--- src/rtl/card_rst_seq_pkg.sv ---
package card_rst_seq_pkg;

   // Width of a counter that holds the values 0 .. n-1 (never below 1 bit)
   function automatic int unsigned span_width(input int unsigned n);
      return (n < 2) ? 1 : $clog2(n);
   endfunction

   // Release-timer phases
   typedef enum logic [1:0] {
      TMR_IDLE = 2'd0,   // waiting for the line to be seen high
      TMR_RUN  = 2'd1,   // counting the release delay
      TMR_DONE = 2'd2    // delay completed since the last rail loss
   } tmr_state_e;

endpackage

--- src/rtl/crs_sync.sv ---
module crs_sync #(
   parameter int unsigned STAGES  = 2,
   parameter logic        RST_VAL = 1'b0
) (
   input  logic clk,
   input  logic rst_n,
   input  logic d,
   output logic q
);
   logic [STAGES-1:0] chain;

   for (genvar g = 0; g < STAGES; g++) begin : g_stage
      if (g == 0) begin : g_first
         always_ff @(posedge clk or negedge rst_n) begin
            if (!rst_n) chain[0] <= RST_VAL;
            else        chain[0] <= d;
         end
      end else begin : g_next
         always_ff @(posedge clk or negedge rst_n) begin
            if (!rst_n) chain[g] <= RST_VAL;
            else        chain[g] <= chain[g-1];
         end
      end
   end

   assign q = chain[STAGES-1];
endmodule

--- src/rtl/crs_release_timer.sv ---
module crs_release_timer
   import card_rst_seq_pkg::*;
#(
   parameter int unsigned DELAY_CYCLES = 250000
) (
   input  logic clk,
   input  logic rst_n,
   input  logic rails_bad,
   input  logic line_high,
   output logic ready
);
   localparam int unsigned      CW   = span_width(DELAY_CYCLES);
   localparam logic [CW-1:0]    LAST = CW'(DELAY_CYCLES - 1);
   localparam logic [CW-1:0]    ONE  = CW'(1);

   tmr_state_e    state;
   logic [CW-1:0] cnt;

   always_ff @(posedge clk or negedge rst_n) begin
      if (!rst_n) begin
         state <= TMR_IDLE;
         cnt   <= '0;
      end else if (rails_bad) begin
         state <= TMR_IDLE;
         cnt   <= '0;
      end else begin
         unique case (state)
            TMR_IDLE: begin
               if (line_high) begin
                  if (LAST == '0) state <= TMR_DONE;
                  else begin
                     state <= TMR_RUN;
                     cnt   <= ONE;
                  end
               end
            end
            TMR_RUN: begin
               if (!line_high) begin
                  state <= TMR_IDLE;
                  cnt   <= '0;
               end else if (cnt == LAST) begin
                  state <= TMR_DONE;
               end else begin
                  cnt <= cnt + ONE;
               end
            end
            TMR_DONE: state <= TMR_DONE;
            default: begin
               state <= TMR_IDLE;
               cnt   <= '0;
            end
         endcase
      end
   end

   assign ready = (state == TMR_DONE);
endmodule

--- src/rtl/crs_min_width.sv ---
module crs_min_width
   import card_rst_seq_pkg::*;
#(
   parameter int unsigned MIN_CYCLES = 12500
) (
   input  logic clk,
   input  logic rst_n,
   input  logic held_low,
   output logic met
);
   localparam int unsigned   CW   = span_width(MIN_CYCLES);
   localparam logic [CW-1:0] LAST = CW'(MIN_CYCLES - 1);

   logic [CW-1:0] run;

   always_ff @(posedge clk or negedge rst_n) begin
      if (!rst_n)            run <= '0;
      else if (!held_low)    run <= '0;
      else if (run != LAST)  run <= run + CW'(1);
   end

   assign met = (run == LAST);
endmodule

--- src/rtl/card_rst_seq.sv ---
module card_rst_seq #(
   parameter int unsigned NUM_RAILS      = 3,
   parameter int unsigned SYNC_STAGES    = 2,
   parameter int unsigned CLK_KHZ        = 125000,
   parameter int unsigned RELEASE_CYCLES = 250000,
   parameter int unsigned MIN_LOW_CYCLES = 12500,
   parameter bit          ENFORCE_TIMING = 1'b1
) (
   input  logic                 clk,
   input  logic                 rst_n,
   input  logic [NUM_RAILS-1:0] rails_ok,
   input  logic                 host_rst_n,
   input  logic                 clken_sense,
   output logic                 clken_pull_low,
   output logic                 card_rst_n
);
   localparam int unsigned KHZ_1MS   = CLK_KHZ;
   localparam int unsigned KHZ_20MS  = 20 * CLK_KHZ;
   localparam int unsigned KHZ_100US = CLK_KHZ / 10;
   localparam int unsigned WORST_REL = RELEASE_CYCLES + SYNC_STAGES + 2;

   if (NUM_RAILS < 1)      $error("NUM_RAILS must be at least 1");
   if (SYNC_STAGES < 2)    $error("SYNC_STAGES must be at least 2");
   if (RELEASE_CYCLES < 1) $error("RELEASE_CYCLES must be at least 1");
   if (MIN_LOW_CYCLES < 1) $error("MIN_LOW_CYCLES must be at least 1");
   if (ENFORCE_TIMING) begin : g_timing
      if (RELEASE_CYCLES < KHZ_1MS)  $error("release delay below 1 ms");
      if (WORST_REL > KHZ_20MS)      $error("release delay above 20 ms");
      if (MIN_LOW_CYCLES < KHZ_100US) $error("reset width below 100 us");
   end

   logic rails_bad;
   logic warm_req;
   logic line_high;
   logic pwr_ready;
   logic min_met;
   logic held_low;
   logic card_rst_n_d;

   assign rails_bad = ~(&rails_ok);

   // Open-drain pull control, registered so that it leads the reset by an edge
   always_ff @(posedge clk or negedge rst_n) begin
      if (!rst_n) clken_pull_low <= 1'b1;
      else        clken_pull_low <= rails_bad;
   end

   crs_sync #(.STAGES(SYNC_STAGES), .RST_VAL(1'b0)) u_warm_sync (
      .clk   (clk),
      .rst_n (rst_n),
      .d     (~host_rst_n),
      .q     (warm_req)
   );

   crs_sync #(.STAGES(SYNC_STAGES), .RST_VAL(1'b0)) u_line_sync (
      .clk   (clk),
      .rst_n (rst_n),
      .d     (clken_sense),
      .q     (line_high)
   );

   crs_release_timer #(.DELAY_CYCLES(RELEASE_CYCLES)) u_timer (
      .clk       (clk),
      .rst_n     (rst_n),
      .rails_bad (clken_pull_low),
      .line_high (line_high),
      .ready     (pwr_ready)
   );

   assign held_low = ~card_rst_n;

   crs_min_width #(.MIN_CYCLES(MIN_LOW_CYCLES)) u_minw (
      .clk      (clk),
      .rst_n    (rst_n),
      .held_low (held_low),
      .met      (min_met)
   );

   assign card_rst_n_d = ~(clken_pull_low | warm_req | ~pwr_ready |
                           (held_low & ~min_met));

   always_ff @(posedge clk or negedge rst_n) begin
      if (!rst_n) card_rst_n <= 1'b0;
      else        card_rst_n <= card_rst_n_d;
   end
endmodule

--- config.mk ---
export PLATFORM = sky130hd
export DESIGN_NAME = card_rst_seq
export DESIGN_NICKNAME = d
export VERILOG_FILES = /design/src/rtl/card_rst_seq_pkg.sv /design/src/rtl/crs_sync.sv /design/src/rtl/crs_release_timer.sv /design/src/rtl/crs_min_width.sv /design/src/rtl/card_rst_seq.sv
export SDC_FILE = /design/constraint.sdc
export NUM_CORES = 1
export LEC_CHECK = 0
export ABC_AREA = 0
export CAP_MARGIN = 20
export CORE_AREA = 2 2 54 76
export CTS_BUF_LIST = sky130_fd_sc_hd__clkbuf_8 sky130_fd_sc_hd__clkbuf_16
export CTS_CLUSTER_DIAMETER = 30
export CTS_CLUSTER_SIZE = 28
export DETAILED_ROUTE_END_ITERATION = 10
export DIE_AREA = 0 0 56 78
export GPL_TIMING_DRIVEN = 1
export PLACE_DENSITY = 0.76
export RECOVER_POWER = 100
export SLEW_MARGIN = 40
export SYNTH_ARGS = -nofsm -noshare
export SYNTH_HDL_FRONTEND = slang
export SYNTH_HIERARCHICAL = 1
export SYNTH_SLANG_ARGS = --single-unit
--- constraint.sdc ---
create_clock -name clk -period 3.84 [get_ports clk]
set_input_delay 0.576 -clock clk [delete_from_list [all_inputs] [get_ports clk]]
set_output_delay 0.576 -clock clk [all_outputs]
set_load 0.005 [all_outputs]
# ---- After elaboration in Yosys (flattened, before gate mapping)
# Index checks and enable logic that the tools add are counted.
dict set report totals {
  register_bits 40
  inputBits 7
  output_inout_bits 2
  elab_cells 47
}
dict set report op_classes {
  add_sub_neg 2
  n_eq_ne 9
  muxes 12
  bitwise_logic 10
  reduce_logical 5
}
# operator count
set op_table {}
lappend op_table {{18-bit 2-to-1 mux} 4}
lappend op_table {{18-bit case mux with 3 select lines} 1}
lappend op_table {{14-bit 2-to-1 mux} 2}
lappend op_table {{18-bit by 1-bit adder with 18-bit output, second input constant} 1}
lappend op_table {{18-bit == test, second input constant} 1}
lappend op_table {{14-bit by 1-bit adder with 14-bit output, second input constant} 1}
lappend op_table {{14-bit == test, second input constant} 1}
lappend op_table {{14-bit inequality test, second input constant} 1}
lappend op_table {{2-bit 2-to-1 mux} 4}
lappend op_table {{1-bit inverter} 6}
lappend op_table {{2-bit case mux with 3 select lines} 1}
lappend op_table {{3-bit AND reduction} 2}
lappend op_table {{4-bit by 3-bit inequality test with 1-bit output, second input constant} 1}
lappend op_table {{4-bit inequality test, second input constant} 1}
lappend op_table {{3-bit inequality test, second input constant} 1}
lappend op_table {{1-bit OR} 3}
lappend op_table {{2-bit by 1-bit == test with 1-bit output, second input constant} 1}
lappend op_table {{2-bit == test, second input constant} 1}
lappend op_table {{2-bit logical NOT} 1}
lappend op_table {{2-bit inequality test, second input constant} 1}
lappend op_table {{2-bit AND reduction} 1}
lappend op_table {{2-bit nonzero test} 1}
lappend op_table {{1-bit AND} 1}

# ---- Longest topological paths before layout
# Gate-level depths: netlist of the first run.
dict set report depth {
  depth_word 5
  depth_mapped 6
  ltp_nobuf 6
}

# ---- Cells and area by module
# The synthesis of the first run kept the hierarchy.
# mod n_inst cells_each area_each_um2
set by_module_without_submodules {}
lappend by_module_without_submodules {crs_release_timer 1 123 1177.4}
lappend by_module_without_submodules {crs_min_width 1 77 764.5}
lappend by_module_without_submodules {crs_sync 2 2 50.0}
lappend by_module_without_submodules {card_rst_seq 1 7 82.6}

# ---- Least setup slack after synthesis of the first run
# Ideal clock, no wire load.
dict set report synth_path {
  kind {register to register}
  startpoint {register u_minw.run[0]}
  endpoint {register card_rst_n}
  setup_ps 95
  t_arrival_ps 1670
  required_ps 3745
  path_slack_ps 2075
  stages_incl_launch_ff 6
  path_buffers 0
  path_cell_list {dfrtp_1 > ha_1 > or4bb_1 > nor4_4 > nor2_1 > nor4b_2}
}
dict set report synth_between {
  elab_chain_len 5
}
# item line_no
set synth_lines {}
lappend synth_lines {{start: declaration} crs_min_width.sv:14} ;# logic [CW-1:0] run;
lappend synth_lines {{start signal: assignment} crs_min_width.sv:19} ;# else if (run != LAST) run <= run + CW'(1);
lappend synth_lines {{14-bit == test} crs_min_width.sv:22} ;# assign met = (run == LAST);
lappend synth_lines {{net min_met} card_rst_seq.sv:36} ;# logic min_met;
lappend synth_lines {{1-bit inverter} card_rst_seq.sv:80} ;# (held_low & ~min_met));
lappend synth_lines {{1-bit AND} card_rst_seq.sv:80}
lappend synth_lines {{1-bit OR} card_rst_seq.sv:79} ;# assign card_rst_n_d = ~(clken_pull_low | warm_req | ~pwr_ready |
lappend synth_lines {{1-bit inverter} card_rst_seq.sv:79}
lappend synth_lines {{net card_rst_n_d} card_rst_seq.sv:38} ;# logic card_rst_n_d;
lappend synth_lines {{end signal: assignment} card_rst_seq.sv:84} ;# else card_rst_n <= card_rst_n_d;
lappend synth_lines {{end: declaration} card_rst_seq.sv:15} ;# output logic card_rst_n
# The timed path passes the listed nets, and every way through them passes these cells.
# A chain may end at the register's enable or synchronous reset.

# ---- Worst setup path after layout of the first run
dict set report layout_path {
  startpoint {register u_timer.state[1]}
  endpoint {register u_timer.cnt[10]}
}
dict set report layout_between {
  elab_chain_len 3
  word_cells_on_any_way 9
  cone_classes {eq/ne (5); mux (2); reduce/logical (2)}
}
# item line_no
set layout_lines {}
lappend layout_lines {{start: declaration} crs_release_timer.sv:16} ;# tmr_state_e state;
lappend layout_lines {{start signal: assignment} crs_release_timer.sv:21} ;# state <= TMR_IDLE;
lappend layout_lines {{start signal: assignment} crs_release_timer.sv:24} ;# state <= TMR_IDLE;
lappend layout_lines {{start signal: assignment} crs_release_timer.sv:30} ;# if (LAST == '0) state <= TMR_DONE;
lappend layout_lines {{2-bit by 1-bit == test with 1-bit output (tied with other cells)} crs_release_timer.sv:27} ;# unique case (state)
lappend layout_lines {{4-bit inequality test (no line) (tied with other cells)} -}
lappend layout_lines {{3-bit AND reduction (no line) or 18-bit 2-to-1 mux (tied branches)} -}
lappend layout_lines {{end signal: assignment} crs_release_timer.sv:44} ;# cnt <= cnt + ONE;
lappend layout_lines {{end: declaration} crs_release_timer.sv:17} ;# logic [CW-1:0] cnt;
# Parallel ways exist; a longest one is shown, timed or not.

==> results of run 1 <==
==> report_power, final <==
group / switching (mW) / internal [mW] / total, mW
sequential: 0.00280 / 0.424 / 0.427
combinational: 0.0140 / 0.00690 / 0.0209
clock: 0.144 / 0.229 / 0.374
==> path summary, 6_finish.rpt <==
path                                 startpoint              end  slack [ps]  cells past startpoint
min in group asynchronous                 rst_n   u_minw/run[11]         860                      1
max reg2reg                    u_timer/state[1]  u_timer/cnt[10]        1510                      5
max                            u_timer/state[1]  u_timer/cnt[10]        1510                      5
min reg2reg                u_warm_sync/chain[0]    u_warm_sync/q         350                      0
min                        u_warm_sync/chain[0]    u_warm_sync/q         350                      0
max in group asynchronous                 rst_n  u_timer/cnt[17]        1780                      1
==> critical path, cell delays in order (launching register included) <==
cell and delay, ps:
dfrtp_1 390, and2b_1 290, nand3_1 170, a21oi_1 930
o21ai_0 240, a31oi_1 230
==> flip-flops by register name, summed over array words and instances, names as in the netlist <==
register,count
u_warm_sync/chain,1
clken_pull_low,1
u_line_sync/q,1
u_warm_sync/q,1
u_line_sync/chain,1
u_minw/run,14
card_rst_n,1
u_timer/cnt,18
u_timer/state,2
==> cell type report <==
cell class,instances,share of cell area [%]
Clock buffer,7,4.208
Multi-Input combinational cell,162,44.21
Clock inverter,1,1.311
Inverter,6,0.9836
Timing Repair Buffer,8,3.224
Tap cell,42,2.295
Sequential cell,40,43.77
==> layer usage <==
| metal | wire length [um] | track usage [%] | up-vias | part of all wire (%) |
|---|---|---|---|---|
| met5 | 0 | 0 | - | 0 |
| met4 | 118 | 10.95 | 0 | 2.7 |
| met3 | 125 | 5.000 | 11 | 2.8 |
| met2 | 2354 | 40.24 | 34 | 53 |
| met1 | 1818 | 24.16 | 874 | 41 |
| li1 | - | - | 806 | - |
==> through the flow <==
step | cell area, sq um | instances
final | 2290 | 266
after detailed placement | 2230 | 258
after global routing | 2290 | 266
after CTS | 2356 | 266
after floorplan | 2125 | 211
after global placement | 2230 | 258
==> cells in the final DEF, fill, tap and decap left out, types with 2 or more instances in the layout <==
cell type / Yosys / layout
or4_1: 3 / 3
nand2b_1: 6 / 6
dfrtp_1: 39 / 39
nor3_1: 2 / 2
a22o_1: 3 / 3
nand3b_1: 2 / 2
ha_1: 2 / 2
and3_1: 5 / 5
o21ai_0: 10 / 10
nand3_1: 15 / 15
nand2_1: 22 / 22
nor2_1: 14 / 15
dlygate4sd3_1: 0 / 4
nand4_1: 2 / 3
o21ai_1: 2 / 2
and4_1: 4 / 4
mux2i_1: 5 / 5
nor4_1: 3 / 4
inv_1: 6 / 6
clkbuf_8: 0 / 7
xor2_1: 7 / 7
or3_1: 2 / 2
clkdlybuf4s50_1: 0 / 3
a21oi_1: 16 / 17
o31ai_1: 4 / 5
a31oi_1: 7 / 7
==> kinds of logic (layout without fill, tap and decap cells) <==
group | Yosys count | count (layout) | synth area share (%)
flops | 40 | 40 | 47.17
compound gates | 50 | 50 | 15.67
buf+inv | 9 | 22 | 2.120
fa+ha+maj | 2 | 2 | 1.178
mux | 5 | 5 | 2.356
simple gates | 97 | 97 | 28.21
xor+xnor | 8 | 8 | 3.298
==> out/qor.yml, run 1 <==
status:
  status: "finished with violations"
  violations: "capacitance limit, slew limit"
timing:
  hold_violations: 0
  max_freq_mhz: 428.9
  holdWs_ps: 352.1
  rsz0062_at_grt: "false"
  layout_min_cycle_time_ps: 2332
  skew_ps: 11.46
  drv_slew: 41
  fin_ws_ps: 1508
  period_share_pct: 60.72
  setup_violations: 0
  tightest_slew_ps: 2073
  tns_ps: 0
  relSlewSlack_pct: -38.17
yosys:
  ys_ff_latch: 40
  yosys.area.top_type: "dfrtp_1"
  syn_area_per_cell_sq_um: 10.07
  syn_area_sq_mm: 0.002125
  async_flop_share_pct: 100.0
  synth_cell_types: 52
  synth.top_cells.by_count: "dfrtp_1 (39), nand2_1 (22), a21oi_1 (16)"
  synth_enable_flop_cells: 0
  synth_flop_cell: "dfrtp_1"
  synth_cells: 211
  synth.area.top_cells: "dfrtp_1 (46%), nand2_1 (3.9%), a21oi_1 (3.8%)"
  synth_top_area_share_pct: 45.94
  ys_warn_count: 6
  synth_seq_area_share_pct: 47.17
  yosysMostFrequentCell: "dfrtp_1"
  synth_nets: 220
floorplan:
  placement_rows: 26
  design.core.area_sq_mm: 0.003643
  pin_count: 9
  die-area_sq_mm: 0.004368
  die_h_um: 78
  start_util_pct: 58.31
  die_width_um: 56
job:
  drv_cap: 1
placed_design:
  gp_congestion: 0.7976
  hpwl_um: 3048
  port_buffers: 8
  place_ws_ps: 1890
drt:
  vias_per_cell: 6.485
  drc: 0
  routed_wl_um: 4417
  routedWlPerCell_um: 16.61
  vias: 1725
  drtAntennaViolNets: 0
  dr.pass1.iters: 4
  drtIter0Drc: 74
pwr:
  p_total_uw: 821.9
  peakVddDrop_v: 0.0002566
  power_density_mw_per_mm2: 358.9
  p_leak_nw: 0.9518
global_route:
  grt_pass1_wl_um: 7721
  grt_usage_pct: 22.33
  grt_pass1_vias: 1775
  grt_max_degree: 41
  overflow: 0
  antenna_found_initial: 0
cells_and_area:
  final_net_count: 232
  fillers: 305
  n_antenna_cell: 0
  post-route-util_pct: 62.84
  syn_to_final_growth_pct: 7.774
  seqCellArea_sq_mm: 0.001002
  drive_above_1_share_pct: 7.589
  multi_input_area_sq_mm: 0.001012
clock_network:
  cts_max_path_buffers: 2
  cts_tree: "built"
  cts.clk_slew.worst_paths_ps: 70
  insertion_delay_ps: 300
  cts_buffers: 5
  root_buffer: "clkbuf_8"
  htree_num_levels: 2
  cts_setup_buffers: 0
  cts.sinks: 40
  ctsHoldBuffers: 0
  cts_resized: 0
critical_path:
  crit_path_end_kind: "flip-flop"
  startpoint_type: "flip-flop"
  crit_fanout: 18
  worstPathRequired_ps: 4050
  cp.arrival_ps: 2540
  worstSetupPathType: "flip-flop to flip-flop"
min_path:
  hold_path.class: "flip-flop to flip-flop"
Note: power is estimated with default switching activity, not from simulation.
==> run 2: changes to the inputs <==
- clock period: 3.84 -> 2.4 ns (I/O delays scaled with it)
==> out/qor.yml, run 2 (same netlist as run 1, synthesis figures left out) <==
global_route:
  grt_pass1_wl_um: 7845  # was 7721 um
  antenna_found_initial: 0  # unchanged
  overflow: 0  # unchanged
  grt_pass1_vias: 1733  # was 1775
  grt_usage_pct: 22.73  # was 22.33%
  grt_max_degree: 41  # unchanged
pwr:
  power_density_mw_per_mm2: 508.9  # was 358.9 mW/mm^2
  swShare_pct: 22.79  # was 19.61%
  power_frac_comb_pct: 2.9  # was 2.5%
  p_leak_nw: 0.9386  # was 0.9518 nW
  power_frac_seq_pct: 59.2  # was 52.0%
  internal-power_uw: 892.9  # was 660.7 uW
  p_sw_uw: 263.5  # was 161.1 uW
  pwr-share-clk_pct: 38.0  # was 45.5%
  peakVddDrop_v: 0.0003885  # was 0.0002566 V
clock_network:
  insertion_delay_ps: 300  # about the same
  cts_buffers: 5  # unchanged
  cts_max_path_buffers: 2  # unchanged
  cts.sinks: 40  # unchanged
  cts.clk_slew.worst_paths_ps: 80  # was 70 ps
  cts_setup_buffers: 0  # unchanged
  cts_resized: 0  # unchanged
  ctsHoldBuffers: 0  # unchanged
  cts_tree: "built"  # unchanged
  htree_num_levels: 2  # unchanged
  root_buffer: "clkbuf_8"  # unchanged
cells_and_area:
  syn_to_final_growth_pct: 6.949  # was 7.774%
  final_net_count: 232  # unchanged
  fin_area_sq_mm: 0.002272  # was 0.002290 sq mm
  drive_above_1_share_pct: 8.929  # was 7.589%
  regMostFlops: "u_timer/cnt"  # unchanged
  n_antenna_cell: 0  # unchanged
  layout.cells.most_common: "dfrtp_1"  # unchanged
  largest_registers: "u_timer/cnt: 18 flops, u_minw/run: 14 flops, u_timer/state: 2 flops"  # unchanged
  final_cell_mix: "dfrtp_1 (39), nand2_1 (22), a21oi_1 (17)"  # unchanged
  largest_reg_flops: 18  # unchanged
critical_path:
  worstSetupPathType: "flip-flop to flip-flop"  # unchanged
  reg2regPathDepth: 5  # unchanged
  cp-startpoint: "u_minw/run[0]"  # was u_timer/state[1]
  reg2reg_from: "u_minw/run[0]"  # was u_timer/state[1]
  crit_path_max_incr_delay_ps: 530  # was 930 ps
  crit_path_end_kind: "flip-flop"  # unchanged
  path_cells: "ha_1, or4bb_1, nor4_2, nor2_1, nor4b_2"  # was and2b_1, nand3_1, a21oi_1, o21ai_0, a31oi_1
  cp_num_buf_inv: 0  # unchanged
  crit_slowest_cell: "or4bb_1"  # was a21oi_1
  timing.rr.end: "card_rst_n"  # was u_timer/cnt[10]
  crit_fanout: 5  # was 18
  worstPathRequired_ps: 2590  # was 4050 ps
  rrSetupSlack_ps: 290  # was 1510 ps
  cp_top_family: "simple AND/OR/NAND/NOR gates"  # was compound AO/OA/AOI/OAI gates
  cp.arrival_ps: 2310  # was 2540 ps
  startpoint_type: "flip-flop"  # unchanged
timing:
  tns_ps: 0  # unchanged
  rsz0062_at_grt: "false"  # unchanged
  tightest_slew_ps: 970.4  # was 2073 ps
  relSlewSlack_pct: 35.31  # was -38.17%
  period_share_pct: 88.10  # was 60.72%
  skew_ps: 11.55  # was 11.46 ps
  max_freq_mhz: 473.0  # was 428.9 MHz
  setup_violations: 0  # unchanged
  drv_slew: 0  # was 41
  hold_violations: 0  # unchanged
  layout_min_cycle_time_ps: 2114  # was 2332 ps
floorplan:
  design.core.area_sq_mm: 0.003643  # unchanged
  start_util_pct: 58.31  # unchanged
  die-area_sq_mm: 0.004368  # unchanged
  die_width_um: 56  # unchanged
  die_h_um: 78  # unchanged
  pin_count: 9  # unchanged
  placement_rows: 26  # unchanged
placed_design:
  place_area_sq_mm: 0.002230  # unchanged
  hpwl_um: 3063  # was 3048 um
  port_buffers: 8  # unchanged
  gp_congestion: 0.8039  # was 0.7976
drt:
  drc: 0  # unchanged
  drtIter0Drc: 83  # was 74
  routedWlPerCell_um: 16.29  # was 16.61 um
  routed_wl_um: 4333  # was 4417 um
  vias_per_cell: 6.338  # was 6.485
  dr.pass1.iters: 4  # unchanged
  met3_length_um: 120  # was 125 um
  met2_length_um: 2316  # was 2354 um
  top_layer: "met4"  # unchanged
  drtAntennaViolNets: 0  # unchanged
  wl_met1_um: 1782  # was 1818 um
  vias: 1686  # was 1725
status:
  status: "complete, no violations"  # was finished with violations
min_path:
  hold_path.class: "input pin to async pin"  # was flip-flop to flip-flop
job:
  drv_cap: 0  # was 1
-- run 2: how the worst max path moves through the flow --
| stage | to | depth (start not counted) | slack [ps] |
|---|---|---|---|
| after floorplan | card_rst_n | 5 | 630 |
| after global placement | card_rst_n | 5 | 590 |
| after detailed placement | card_rst_n | 5 | 420 |
| after CTS | card_rst_n | 5 | 370 |
| after global routing | card_rst_n | 5 | 120 |
| final | card_rst_n | 5 | 290 |
-- run 2: metal layers --
layer / global-route usage, % / up-vias
li1: - / 806
met1: 27.71 / 831
met2: 38.35 / 36
met3: 4.667 / 13
met4: 10.24 / 0
met5: 0 / -
-- run 2: area by class of cell --
cell class,instances,area [sq um]
inverter,6,22.52
timing repair buffer,8,75.07
tap,42,52.55
multi-input combinational,162,1032
clock inverter,3,18.77
fill,311,1371
sequential,40,1002
clock buffer,5,68.82
-- run 2: metrics by stage --
step | utilization, % | worst slack (ps) | hold slack, ps | total power, mW | instances
2_1_floorplan | - | 635.0 | 64.41 | 0.7061 | 211
3_3_place_gp | 61.20 | 587.2 | 333.9 | 0.7315 | 258
3_5_place_dp | 61.20 | 415.6 | 353.6 | 0.7334 | 258
4_1_cts | 63.60 | 368.8 | 192.5 | 1.176 | 266
5_1_grt | 62.36 | 123.1 | 291.5 | 1.211 | 266
6_report | 62.36 | 285.6 | 199.9 | 1.156 | 266
-- run 2: power groups by stage --
stage	logic [mW]	clock network, mW	registers [mW]
2_1_floorplan	0.00988	0	0.696
3_3_place_gp	0.0344	0	0.697
3_5_place_dp	0.0359	0	0.698
4_1_cts	0.0360	0.456	0.684
5_1_grt	0.0385	0.488	0.685
6_report	0.0332	0.439	0.684
